--- src/rtl/hrpwm_pkg.sv ---
package hrpwm_pkg;

   // Selects how the compare word reaches the edge logic
   typedef enum logic {
      CMP_LIVE   = 1'b0,
      CMP_SHADOW = 1'b1
   } cmp_mode_e;

   function automatic int imax(input int a, input int b);
      return (a > b) ? a : b;
   endfunction

endpackage

--- src/rtl/hrpwm_prescale.sv ---
module hrpwm_prescale #(
   parameter int HR_W = 3,
   parameter int LR_W = 7
) (
   input  logic            clk,
   input  logic            rst_n,
   input  logic [HR_W-1:0] hr_div,
   input  logic [LR_W-1:0] lr_div,
   output logic [LR_W-1:0] lr_cnt,
   output logic [LR_W-1:0] lr_eff,
   output logic            step_start,
   output logic            loop_end
);

   logic [HR_W-1:0] hr_cnt;
   logic [HR_W-1:0] hr_eff;
   logic            hr_last;
   logic            lr_last;

   // zero divide values behave as one
   assign hr_eff = (hr_div == '0) ? HR_W'(1) : hr_div;
   assign lr_eff = (lr_div == '0) ? LR_W'(1) : lr_div;

   // >= keeps the counters bounded if a divide value shrinks on the fly
   assign hr_last = (hr_cnt >= hr_eff - HR_W'(1));
   assign lr_last = (lr_cnt >= lr_eff - LR_W'(1));

   always_ff @(posedge clk or negedge rst_n) begin
      if (!rst_n) begin
         hr_cnt <= '0;
         lr_cnt <= '0;
      end else if (hr_last) begin
         hr_cnt <= '0;
         if (lr_last) lr_cnt <= '0;
         else         lr_cnt <= lr_cnt + LR_W'(1);
      end else begin
         hr_cnt <= hr_cnt + HR_W'(1);
      end
   end

   assign step_start = (hr_cnt == '0);
   assign loop_end   = hr_last && lr_last;

endmodule

--- src/rtl/hrpwm_loop_cnt.sv ---
module hrpwm_loop_cnt #(
   parameter int CNT_W = 25
) (
   input  logic             clk,
   input  logic             rst_n,
   input  logic             loop_end,
   input  logic [CNT_W-1:0] cnt_max,
   output logic [CNT_W-1:0] loop_cnt,
   output logic             wrap
);

   assign wrap = loop_end && (loop_cnt >= cnt_max);

   always_ff @(posedge clk or negedge rst_n) begin
      if (!rst_n)        loop_cnt <= '0;
      else if (wrap)     loop_cnt <= '0;
      else if (loop_end) loop_cnt <= loop_cnt + CNT_W'(1);
   end

endmodule

--- src/rtl/hrpwm_edge.sv ---
module hrpwm_edge
   import hrpwm_pkg::*;
#(
   parameter int        CMP_W  = 32,
   parameter int        FINE_W = 7,
   parameter int        CNT_W  = 25,
   parameter int        LR_W   = 7,
   parameter cmp_mode_e MODE   = CMP_SHADOW
) (
   input  logic             clk,
   input  logic             rst_n,
   input  logic [CMP_W-1:0] cmp_word,
   input  logic             wrap,
   input  logic [CNT_W-1:0] loop_cnt,
   input  logic [LR_W-1:0]  lr_cnt,
   input  logic [LR_W-1:0]  lr_eff,
   input  logic             step_start,
   input  logic             init_pol,
   output logic [CMP_W-1:0] cmp_act,
   output logic             pwm_out
);

   localparam int SW = imax(LR_W, FINE_W);

   logic [SW-1:0] fine_w;
   logic [SW-1:0] lr_w;
   logic [SW-1:0] step_sel;
   logic          hit;
   logic          active;

   // compare source: shadowed (reloaded at wrap) or taken straight from the port
   if (MODE == CMP_SHADOW) begin : g_shadow
      always_ff @(posedge clk or negedge rst_n) begin
         if (!rst_n)    cmp_act <= '1;
         else if (wrap) cmp_act <= cmp_word;
      end
   end else begin : g_live
      assign cmp_act = cmp_word;
   end

   // fine field clamped to the last step of the loop
   assign fine_w   = SW'(cmp_act[FINE_W-1:0]);
   assign lr_w     = SW'(lr_eff);
   assign step_sel = (fine_w >= lr_w) ? (lr_w - SW'(1)) : fine_w;

   assign hit = step_start
             && (loop_cnt == cmp_act[CMP_W-1:FINE_W])
             && (SW'(lr_cnt) == step_sel);

   // wrap has priority over the edge
   always_ff @(posedge clk or negedge rst_n) begin
      if (!rst_n)    active <= 1'b0;
      else if (wrap) active <= 1'b0;
      else if (hit)  active <= 1'b1;
   end

   assign pwm_out = active ^ init_pol;

endmodule

--- src/rtl/hrpwm_gen.sv ---
module hrpwm_gen
   import hrpwm_pkg::*;
#(
   parameter int        HR_W   = 3,
   parameter int        LR_W   = 7,
   parameter int        CMP_W  = 32,
   parameter int        FINE_W = 7,
   parameter int        CNT_W  = 25,
   parameter cmp_mode_e MODE   = CMP_SHADOW
) (
   input  logic             clk,
   input  logic             rst_n,
   input  logic [HR_W-1:0]  hr_div,
   input  logic [LR_W-1:0]  lr_div,
   input  logic [CMP_W-1:0] cmp_word,
   input  logic [CNT_W-1:0] cnt_max,
   input  logic             init_pol,
   output logic             pwm_out
);

   // elaboration-time parameter checks
   if (CNT_W != CMP_W - FINE_W) begin : g_bad_cnt_w
      $error("hrpwm_gen: CNT_W must equal CMP_W - FINE_W");
   end
   if (FINE_W < 1 || FINE_W >= CMP_W) begin : g_bad_fine_w
      $error("hrpwm_gen: FINE_W out of range");
   end
   if (HR_W < 1 || LR_W < 1) begin : g_bad_div_w
      $error("hrpwm_gen: divider widths must be positive");
   end

   logic [LR_W-1:0]  lr_cnt;
   logic [LR_W-1:0]  lr_eff;
   logic             step_start;
   logic             loop_end;
   logic [CNT_W-1:0] loop_cnt;
   logic             wrap;
   logic [CMP_W-1:0] cmp_act;

   hrpwm_prescale #(
      .HR_W (HR_W),
      .LR_W (LR_W)
   ) i_prescale (
      .clk        (clk),
      .rst_n      (rst_n),
      .hr_div     (hr_div),
      .lr_div     (lr_div),
      .lr_cnt     (lr_cnt),
      .lr_eff     (lr_eff),
      .step_start (step_start),
      .loop_end   (loop_end)
   );

   hrpwm_loop_cnt #(
      .CNT_W (CNT_W)
   ) i_loop_cnt (
      .clk      (clk),
      .rst_n    (rst_n),
      .loop_end (loop_end),
      .cnt_max  (cnt_max),
      .loop_cnt (loop_cnt),
      .wrap     (wrap)
   );

   hrpwm_edge #(
      .CMP_W  (CMP_W),
      .FINE_W (FINE_W),
      .CNT_W  (CNT_W),
      .LR_W   (LR_W),
      .MODE   (MODE)
   ) i_edge (
      .clk        (clk),
      .rst_n      (rst_n),
      .cmp_word   (cmp_word),
      .wrap       (wrap),
      .loop_cnt   (loop_cnt),
      .lr_cnt     (lr_cnt),
      .lr_eff     (lr_eff),
      .step_start (step_start),
      .init_pol   (init_pol),
      .cmp_act    (cmp_act),
      .pwm_out    (pwm_out)
   );

endmodule

--- config.mk ---
export PLATFORM = sky130hd
export DESIGN_NAME = hrpwm_gen
export DESIGN_NICKNAME = d
export VERILOG_FILES = /design/src/rtl/hrpwm_pkg.sv /design/src/rtl/hrpwm_prescale.sv /design/src/rtl/hrpwm_loop_cnt.sv /design/src/rtl/hrpwm_edge.sv /design/src/rtl/hrpwm_gen.sv
export SDC_FILE = /design/constraint.sdc
export NUM_CORES = 1
export LEC_CHECK = 0
export CAP_MARGIN = 30
export CORE_ASPECT_RATIO = 0.9
export CORE_MARGIN = 5
export CORE_UTILIZATION = 55
export CTS_CLUSTER_DIAMETER = 150
export DETAILED_ROUTE_END_ITERATION = 7
export HOLD_SLACK_MARGIN = 0.02
export PLACE_DENSITY = 0.81
export SLEW_MARGIN = 5
export SYNTH_ARGS = -nofsm -noshare
export SYNTH_HDL_FRONTEND = slang
export SYNTH_SLANG_ARGS = --single-unit
--- constraint.sdc ---
create_clock -name clk -period 6.3 [get_ports clk]
set_input_delay 1.26 -clock clk [delete_from_list [all_inputs] [get_ports clk]]
set_output_delay 1.26 -clock clk [all_outputs]
set_load 0.01 [all_outputs]
* After elaboration in Yosys (flattened, before gate mapping)
Index checks and enable logic that the tools add are counted.
Storage, ports and cells: word-level logic and storage cells 35, bits in writable memories 0, latch bits 0, register bits after elaboration 68, memories kept 0, bits of input ports 70, output and inout port bits 1, memory bits (read-only) 0
Cells by class: order comparisons 4, shift-type cells 0, $mul 0, multiplexer cells 9, equal/unequal tests 2, reductions and logical operators 9, add/sub/neg operators 5, bitwise logic cells 1, div/mod/pow operators 0
Operator list (number):
- 2-to-1 mux 25 bit | 2
- adder 25 x 1 -> 25 bit, second input constant | 1
- == test 25 bit | 1
- greater-or-equal comparator 25 bit | 1
- 2-to-1 mux 7 bit | 3
- greater-or-equal comparator 7 bit | 2
- adder 7 x 1 -> 7 bit, second input constant | 1
- == test 7 bit | 1
- zero test 7 bit | 1
- subtractor 7 x 1 -> 7 bit, second input constant | 1
- zero test 3 bit | 2
- 2-to-1 mux 3 bit | 2
- logical AND 1 bit | 4
- nonzero test 2 bit | 2
- adder 3 x 1 -> 3 bit, second input constant | 1
- greater-or-equal comparator 3 bit | 1
- subtractor 3 x 1 -> 3 bit, second input constant | 1
- 2-to-1 mux 1 bit | 2
- bitwise XOR 1 bit | 1

* Depth between registers and ports, before layout
Gate-level depths: netlist of run 1.
depth in word-level cells 8, depth in mapped cells 13

* Cells and area by module
Synthesis of run 1 repeated with hierarchy kept, for this count alone.
Second synthesis, totals: cell total of the unflattened synthesis 506, area, all modules 4942.2 um^2
Modules (own cells, without submodules):
- hrpwm_edge | instances 1, cells an instance 183, area an instance 2060.7 um^2
- hrpwm_loop_cnt | instances 1, cells an instance 222, area an instance 2015.7 um^2
- hrpwm_prescale | instances 1, cells an instance 101, area an instance 865.8 um^2

* Worst setup path before layout of run 1
No wires, ideal clock.
kind input to register, start point input port lr_div[5], end point register i_edge.cmp_act[15], stages 13, slack 2.425 ns, required time 6.215 ns, arrival 3.791 ns, cell sequence nor3_1 -> a31oi_1 -> ha_1 -> nand2_1 -> xnor2_1 -> ha_1 -> a2111oi_0 -> o21a_1 -> or2_2 -> nor2_4 -> buf_6 -> buf_8 -> mux2_1
Between the ends: longest elaborated chain between the ends 6
Ends and longest elaborated chain:
- start, declared | line hrpwm_gen.sv:14 | input logic [LR_W-1:0] lr_div,
- zero test 7 bit | line hrpwm_prescale.sv:22 | assign lr_eff = (lr_div == '0) ? LR_W'(1) : lr_div;
- 2-to-1 mux 7 bit (*) | line hrpwm_prescale.sv:22
- subtractor 7 x 1 -> 7 bit (*) | line hrpwm_prescale.sv:26 | assign lr_last = (lr_cnt >= lr_eff - LR_W'(1));
- greater-or-equal comparator 7 bit (*) | line hrpwm_prescale.sv:26
- logical AND 1 bit (*) | line hrpwm_prescale.sv:42 | assign loop_end = hr_last && lr_last;
- logical AND 1 bit (*) | line hrpwm_loop_cnt.sv:12 | assign wrap = loop_end && (loop_cnt >= cnt_max);
- end signal, assigned | line hrpwm_edge.sv:35 | else if (wrap) cmp_act <= cmp_word;
- end, declared | line hrpwm_edge.sv:19 | output logic [CMP_W-1:0] cmp_act,
Mark *: on every way between the ends. The rest lies on a longest branch, timed or not. A chain may end at the register's enable or synchronous reset.

* Worst setup path in the final report of run 1
start point input port lr_div[2], end point register i_edge.cmp_act[24]
Same word-level chain as after synthesis.

==> flow_metrics.py, run 1 <==
metrics = {
    "finish": {
        "register_area_sq_um": 1740,
        "final_nets": 682,
        "fillerInstances": 664,
        "multiInputGateArea_sq_um": 2710,
        "area_growth_pct": 21.1,
        "final_cell_mix": "clkdlybuf4s50_1, inv_1, ha_1, dfrtp_1, dfstp_2",
        "diodes": 0,
        "final_common_cell": "clkdlybuf4s50_1",
        "final_layout_size_suffix_gt1_share_pct": 13.4,
        "fin_area_sq_um": 5750,
    },
    "global_routing": {
        "grt_overflow_total": 0,
        "grt.total_usage_pct": 22.3,
        "grt_pass1_wl_microns": 18900,
        "antenna_found_initial": 0,
        "grt_max_degree": 69,
        "first_global_vias": 4032,
    },
    "timing": {
        "min_period_over_period_pct": 78.3,
        "fin_tns_setup_ps": 0,
        "clock_skew_ps": 9.33,
        "clock.fmax_ghz": 0.203,
        "fin_crit_ps": 4930,
        "hold_viol": 0,
        "relSlewSlack_pct": 37.3,
        "rsz0062_at_grt": "false",
        "tightest_slew_ps": 938,
        "slew_violations": 0,
        "setup_viol": 0,
    },
    "yosys": {
        "yosys.area_share.simple_pct": 16.2,
        "synth_cell_types": 50,
        "syn_area_sq_um": 4740,
        "synth_xor_area_share_pct": 8.49,
        "synth-seq-cells": 68,
        "synthMuxAreaShare_pct": 10.4,
        "yosys-top-cells-area": "dfrtp_1, dfstp_2, ha_1",
        "yosysSeqAreaShare_pct": 36.7,
        "synth_nets": 609,
        "postSynthAreaPerCell_sq_um": 9.66,
        "synth_compound_area_share_pct": 9.44,
        "synthFlopType": "dfrtp_1",
        "synth-edff-count": 0,
        "synth_top_family_by_area": "simple AND/OR/NAND/NOR gates",
        "synth_largest_area_cell": "dfrtp_1",
        "post-synth-top-area-fraction_pct": 19.0,
        "ys_async_sr_fraction_pct": 100,
        "yosys.area_share.adder_pct": 12.7,
        "synthCells": 491,
        "yosys_warnings": 0,
    },
    "placed_design": {
        "place_area_sq_um": 5530,
        "gp_congestion": 0.889,
        "port_buffers": 70,
        "hpwl_microns": 8690,
    },
    "clock_tree": {
        "cts_resized": 0,
        "post_cts_buffers": 0,
        "clk_pin_slew_ps": 70,
        "clk_latency_ps": 340,
        "cts_tree": "done",
        "clock_sinks": 68,
        "h-tree-depth": 3,
        "ctsHoldBuffers": 0,
        "clock-root-buffer": "clkbuf_8",
        "clk_path_buf_depth": 2,
        "cts_made_buffers": 9,
    },
    "pwr": {
        "switching_share_pct": 31.1,
        "p_leak_nw": 2.58,
        "switchingPower_mw": 0.385,
        "powerDensity_nw_per_um2": 215,
        "clockPowerShare_pct": 28.5,
        "ir_worst_vdd_mv": 0.122,
        "p_int_mw": 0.851,
        "power_frac_seq_pct": 44.6,
        "comb_power_share_pct": 27.0,
    },
    "critical_path": {
        "start_kind": "input port",
        "reg2reg_from": "i_loop_cnt.loop_cnt[14]",
        "cp.arrival_ps": 5190,
        "reg2reg_to": "i_edge.cmp_act[24]",
        "crit_type": "in2reg",
        "r2r_cells": 9,
        "path_max_fanout": 22,
        "reg2reg_slack_ps": 2910,
        "cp-end-kind": "flop",
        "crit_required_ps": 6560,
    },
    "floorplanning": {
        "initial_core_util_pct": 55.9,
        "fp.dieW_microns": 108,
        "coreArea_sq_um": 8490,
        "pin_count": 71,
        "die_y_microns": 98.1,
        "rows": 32,
        "die-area_sq_um": 10600,
    },
    "worst_hold_path": {
        "hold_path_class": "reg2reg",
        "whs_endpoint": "i_prescale.hr_cnt[0]",
        "holdPathStages": 1,
        "holdCritStartpoint": "i_prescale.hr_cnt[0]",
    },
    "drt": {
        "wl_microns": 11400,
        "wire_per_inst_microns": 16.5,
        "drc": 0,
        "detail-route-antenna-nets": 0,
        "first_iter_violations": 352,
        "via_per_inst": 5.68,
        "firstDrtPassIters": 6,
        "num_vias": 3909,
    },
    "job": {
        "cap_viol_max_count": 0,
    },
    "status": {
        "status": "completed",
    },
}
Yosys cell counts, types with 3 or more instances:
cell / count
xor2_1: 24
dfstp_2: 32
mux2_2: 19
o21a_1: 3
a21oi_1: 26
nor2_1: 28
mux2_1: 14
o22ai_1: 8
clkbuf_1: 6
nand4_1: 20
xnor2_1: 22
dfrtp_1: 36
nand2b_1: 6
a21o_1: 4
o21ai_0: 15
and3_1: 6
inv_1: 56
nor2b_1: 3
ha_1: 48
nand2_1: 25
nand3_1: 22
nor4_1: 19
a31oi_1: 3
mux2i_1: 12
nor3_1: 3
sequential cells by signal, summed over array words and instances, names as in the netlist:
register / count
i_prescale.lr_cnt: 7
i_loop_cnt.loop_cnt: 25
i_edge.cmp_act: 32
i_prescale.hr_cnt: 3
i_edge.active: 1
power by group through the flow:
stage	sequential [mW]	combinational (mW)	clock [mW]
floorplan	0.535	0.224	0
global placement	0.553	0.313	0
detailed placement	0.555	0.332	0
CTS	0.549	0.334	0.359
global route	0.556	0.379	0.381
finish	0.551	0.333	0.352
cell type report:
| class | instances | area share, % |
|---|---|---|
| well taps | 119 | 2.59 |
| multi-input cells | 355 | 47.2 |
| inverters | 56 | 3.66 |
| flip-flops and latches | 68 | 30.3 |
| clock inverters | 2 | 0.610 |
| repair buffers | 74 | 13.0 |
| clock buffers | 14 | 2.66 |
worst max-delay path: stages:
cell             delay (ps)
clkdlybuf4s50_1         580
nor2_1                  120
a31oi_1                 310
ha_1                    270
nand2_1                  80
xnor2_1                 210
ha_1                    290
a2111oi_0               460
o21a_1                  350
or2_2                   450
nor2_4                  210
buf_16                  260
mux2_1                  330
cell families (layout without fill, tap and decap cells):
group | count (synthesis) | after routing
buf+inv | 68 | 146
fa+ha+maj | 48 | 48
simple gates | 144 | 144
compound gates | 72 | 72
flops | 68 | 68
mux | 45 | 45
xor+xnor | 46 | 46
layer usage:
metal,routed length [microns],part of all wire [%],GRT usage [%]
met3,920,8.1,3.97
met5,0,0,0
met1,4950,44,29.7
met2,5210,46,35.7
met4,274,2.4,9.42
worst max-delay path by stage:
stage	slack [ps]	cells past startpoint	startpoint	endpoint
4_1_cts	1360	12	lr_div[2]	i_edge.cmp_act[31]
3_3_place_gp	1220	12	lr_div[2]	i_edge.cmp_act[1]
2_1_floorplan	2420	13	lr_div[5]	i_edge.cmp_act[15]
5_1_grt	1200	13	lr_div[2]	i_edge.cmp_act[24]
6_report	1370	13	lr_div[2]	i_edge.cmp_act[24]
3_5_place_dp	1020	12	lr_div[2]	i_edge.cmp_act[31]
through the flow:
step           hold WS [ps]  power (mW)  setup slack [ps]  utilization, %  instances
6_report                459        1.24              1370            67.7        688
4_1_cts                 461        1.24              1360            67.4        687
5_1_grt                 487        1.32              1200            67.7        688
3_3_place_gp            447       0.866              1220            65.2        671
3_5_place_dp            452       0.888              1020            65.2        671
2_1_floorplan           432       0.759              2420               -        491
No activity file was read; power rests on OpenSTA's default activity.
==> run 2: changes to the inputs <==
Clock period 6.3 ns to 5.1 ns, I/O delays scaled along.
==> run 2 against run 1 <==
Effect of this change:
- critical endpoint is now i_edge.cmp_act[4]
- die area unchanged
- highest routed layer unchanged
- sequential power up 24%
- worst setup slack worse by 580 ps
- non-clock buffer count up 2
- clock skew down 3.0 ps
- sequential share of layout area down 0.23 points
==> flow_metrics.py, run 2 (synthesis results as in run 1) <==
metrics = {
    "drt": {
        "wl_microns": 11500,
        "first_iter_violations": 445,
        "detail-route-antenna-nets": 0,
        "via_per_inst": 5.82,
        "wire_per_inst_microns": 16.6,
        "firstDrtPassIters": 5,
        "num_vias": 4018,
        "drc": 0,
    },
    "timing": {
        "tightest_slew_ps": 829,
        "hold_viol": 0,
        "setup_viol": 0,
        "fin_ws_ps": 790,
        "slew_violations": 0,
        "min_period_over_period_pct": 84.5,
        "clock_skew_ps": 6.36,
        "fin_tns_setup_ps": 0,
        "rsz0062_at_grt": "false",
        "fin_crit_ps": 4310,
        "relSlewSlack_pct": 44.7,
        "clock.fmax_ghz": 0.232,
    },
    "clock_tree": {
        "clk_path_buf_depth": 2,
        "clock_sinks": 68,
        "cts_tree": "done",
        "cts_resized": 0,
        "clk_pin_slew_ps": 70,
        "clk_latency_ps": 360,
        "cts_made_buffers": 9,
        "ctsHoldBuffers": 0,
        "clock-root-buffer": "clkbuf_8",
        "post_cts_buffers": 0,
        "h-tree-depth": 3,
    },
    "finish": {
        "top_register": "i_edge.cmp_act",
        "final_nets": 684,
        "multiInputGateArea_sq_um": 2710,
        "area_growth_pct": 22.0,
        "top_regs": "i_edge.cmp_act (32), i_loop_cnt.loop_cnt (25), i_prescale.lr_cnt (7)",
        "diodes": 0,
        "final_common_cell": "clkdlybuf4s50_1",
        "final_layout_size_suffix_gt1_share_pct": 14.2,
        "instances_no_fill": 690,
        "final_cell_mix": "clkdlybuf4s50_1, inv_1, ha_1, dfrtp_1, dfstp_2",
        "largest_reg_flops": 32,
        "register_area_sq_um": 1740,
        "fillerInstances": 658,
    },
    "pwr": {
        "powerDensity_nw_per_um2": 275,
        "clockPowerShare_pct": 31.3,
        "p_int_mw": 1.10,
        "p_leak_nw": 2.60,
        "switchingPower_mw": 0.492,
        "power_frac_seq_pct": 42.8,
        "comb_power_share_pct": 25.9,
        "ir_worst_vdd_mv": 0.196,
        "switching_share_pct": 30.9,
    },
    "placed_design": {
        "post-place-ws_ps": 304,
        "port_buffers": 70,
        "gp_congestion": 0.904,
        "dp.cells": 673,
        "hpwl_microns": 8700,
    },
    "worst_hold_path": {
        "whs_endpoint": "i_prescale.hr_cnt[0]",
        "holdPathStages": 1,
        "holdCritStartpoint": "i_prescale.hr_cnt[0]",
        "hold_path_class": "reg2reg",
    },
    "global_routing": {
        "antenna_found_initial": 0,
        "grt_max_degree": 69,
        "grt.total_usage_pct": 22.4,
        "first_global_vias": 4046,
        "grt_pass1_wl_microns": 19000,
        "grt_overflow_total": 0,
    },
    "floorplanning": {
        "rows": 32,
        "coreArea_sq_um": 8490,
        "die-area_sq_um": 10600,
        "fp.dieW_microns": 108,
        "initial_core_util_pct": 55.9,
        "die_y_microns": 98.1,
        "pin_count": 71,
    },
    "status": {
        "status": "completed",
    },
    "critical_path": {
        "r2r_cells": 9,
        "reg2reg_slack_ps": 1820,
        "crit_type": "in2reg",
        "reg2reg_from": "i_loop_cnt.loop_cnt[14]",
        "start_kind": "input port",
        "path_max_fanout": 22,
        "cp-end-kind": "flop",
        "cp.arrival_ps": 4590,
        "crit_required_ps": 5380,
        "reg2reg_to": "i_edge.cmp_act[4]",
    },
    "job": {
        "cap_viol_max_count": 0,
    },
}
==> run 2: power by group through the flow <==
stage               registers [mW]  clock network (mW)  logic [mW]
finish                       0.681               0.498       0.412
global route                 0.688               0.531       0.469
CTS                          0.679               0.502       0.415
detailed placement           0.688                   0       0.408
global placement             0.685                   0       0.388
floorplan                    0.661                   0       0.276
==> run 2: worst max path at each step <==
stage / from / to / slack [ps]
2_1_floorplan: lr_div[5] / i_edge.cmp_act[15] / 1460
3_3_place_gp: lr_div[2] / i_edge.cmp_act[1] / 470
3_5_place_dp: lr_div[2] / i_edge.cmp_act[4] / 300
4_1_cts: lr_div[2] / i_edge.cmp_act[9] / 630
5_1_grt: lr_div[2] / i_edge.cmp_act[22] / 580
6_report: lr_div[2] / i_edge.cmp_act[4] / 790
==> run 2: area by class of cell <==
class / count / area share, %
multi-input cells: 355 / 46.8
flip-flops and latches: 68 / 30.1
well taps: 119 / 2.57
inverters: 56 / 3.63
repair buffers: 76 / 13.1
clock buffers: 11 / 2.44
clock inverters: 5 / 1.30
==> run 2: metal layers <==
layer  vias up  share of wire, %  track usage (%)
li1       1900                 -                -
met1      1910                43             30.6
met2       185                47             35.1
met3        23               8.3             5.55
met4         0               1.5             6.89
met5         -                 0                0
==> run 2: critical path, cell delays in order <==
cell             delay, ps
clkdlybuf4s50_1        570
nor2_1                 110
a31oi_1                310
ha_1                   280
nand4_1                120
xnor2_1                170
ha_1                   280
o21a_1                 140
o21ai_1                170
or2_2                  370
nor2_4                 450
buf_16                 230
mux2_2                 350
==> run 2: stage by stage <==
| stage | hold slack (ps) | total power, mW | cell area, sq um | util, % |
|---|---|---|---|---|
| 5_1_grt | 506 | 1.69 | 5790 | 68.2 |
| 2_1_floorplan | 432 | 0.938 | 4740 | - |
| 6_report | 468 | 1.59 | 5790 | 68.2 |
| 4_1_cts | 470 | 1.60 | 5760 | 67.9 |
| 3_5_place_dp | 460 | 1.10 | 5550 | 65.3 |
| 3_3_place_gp | 450 | 1.07 | 5550 | 65.3 |
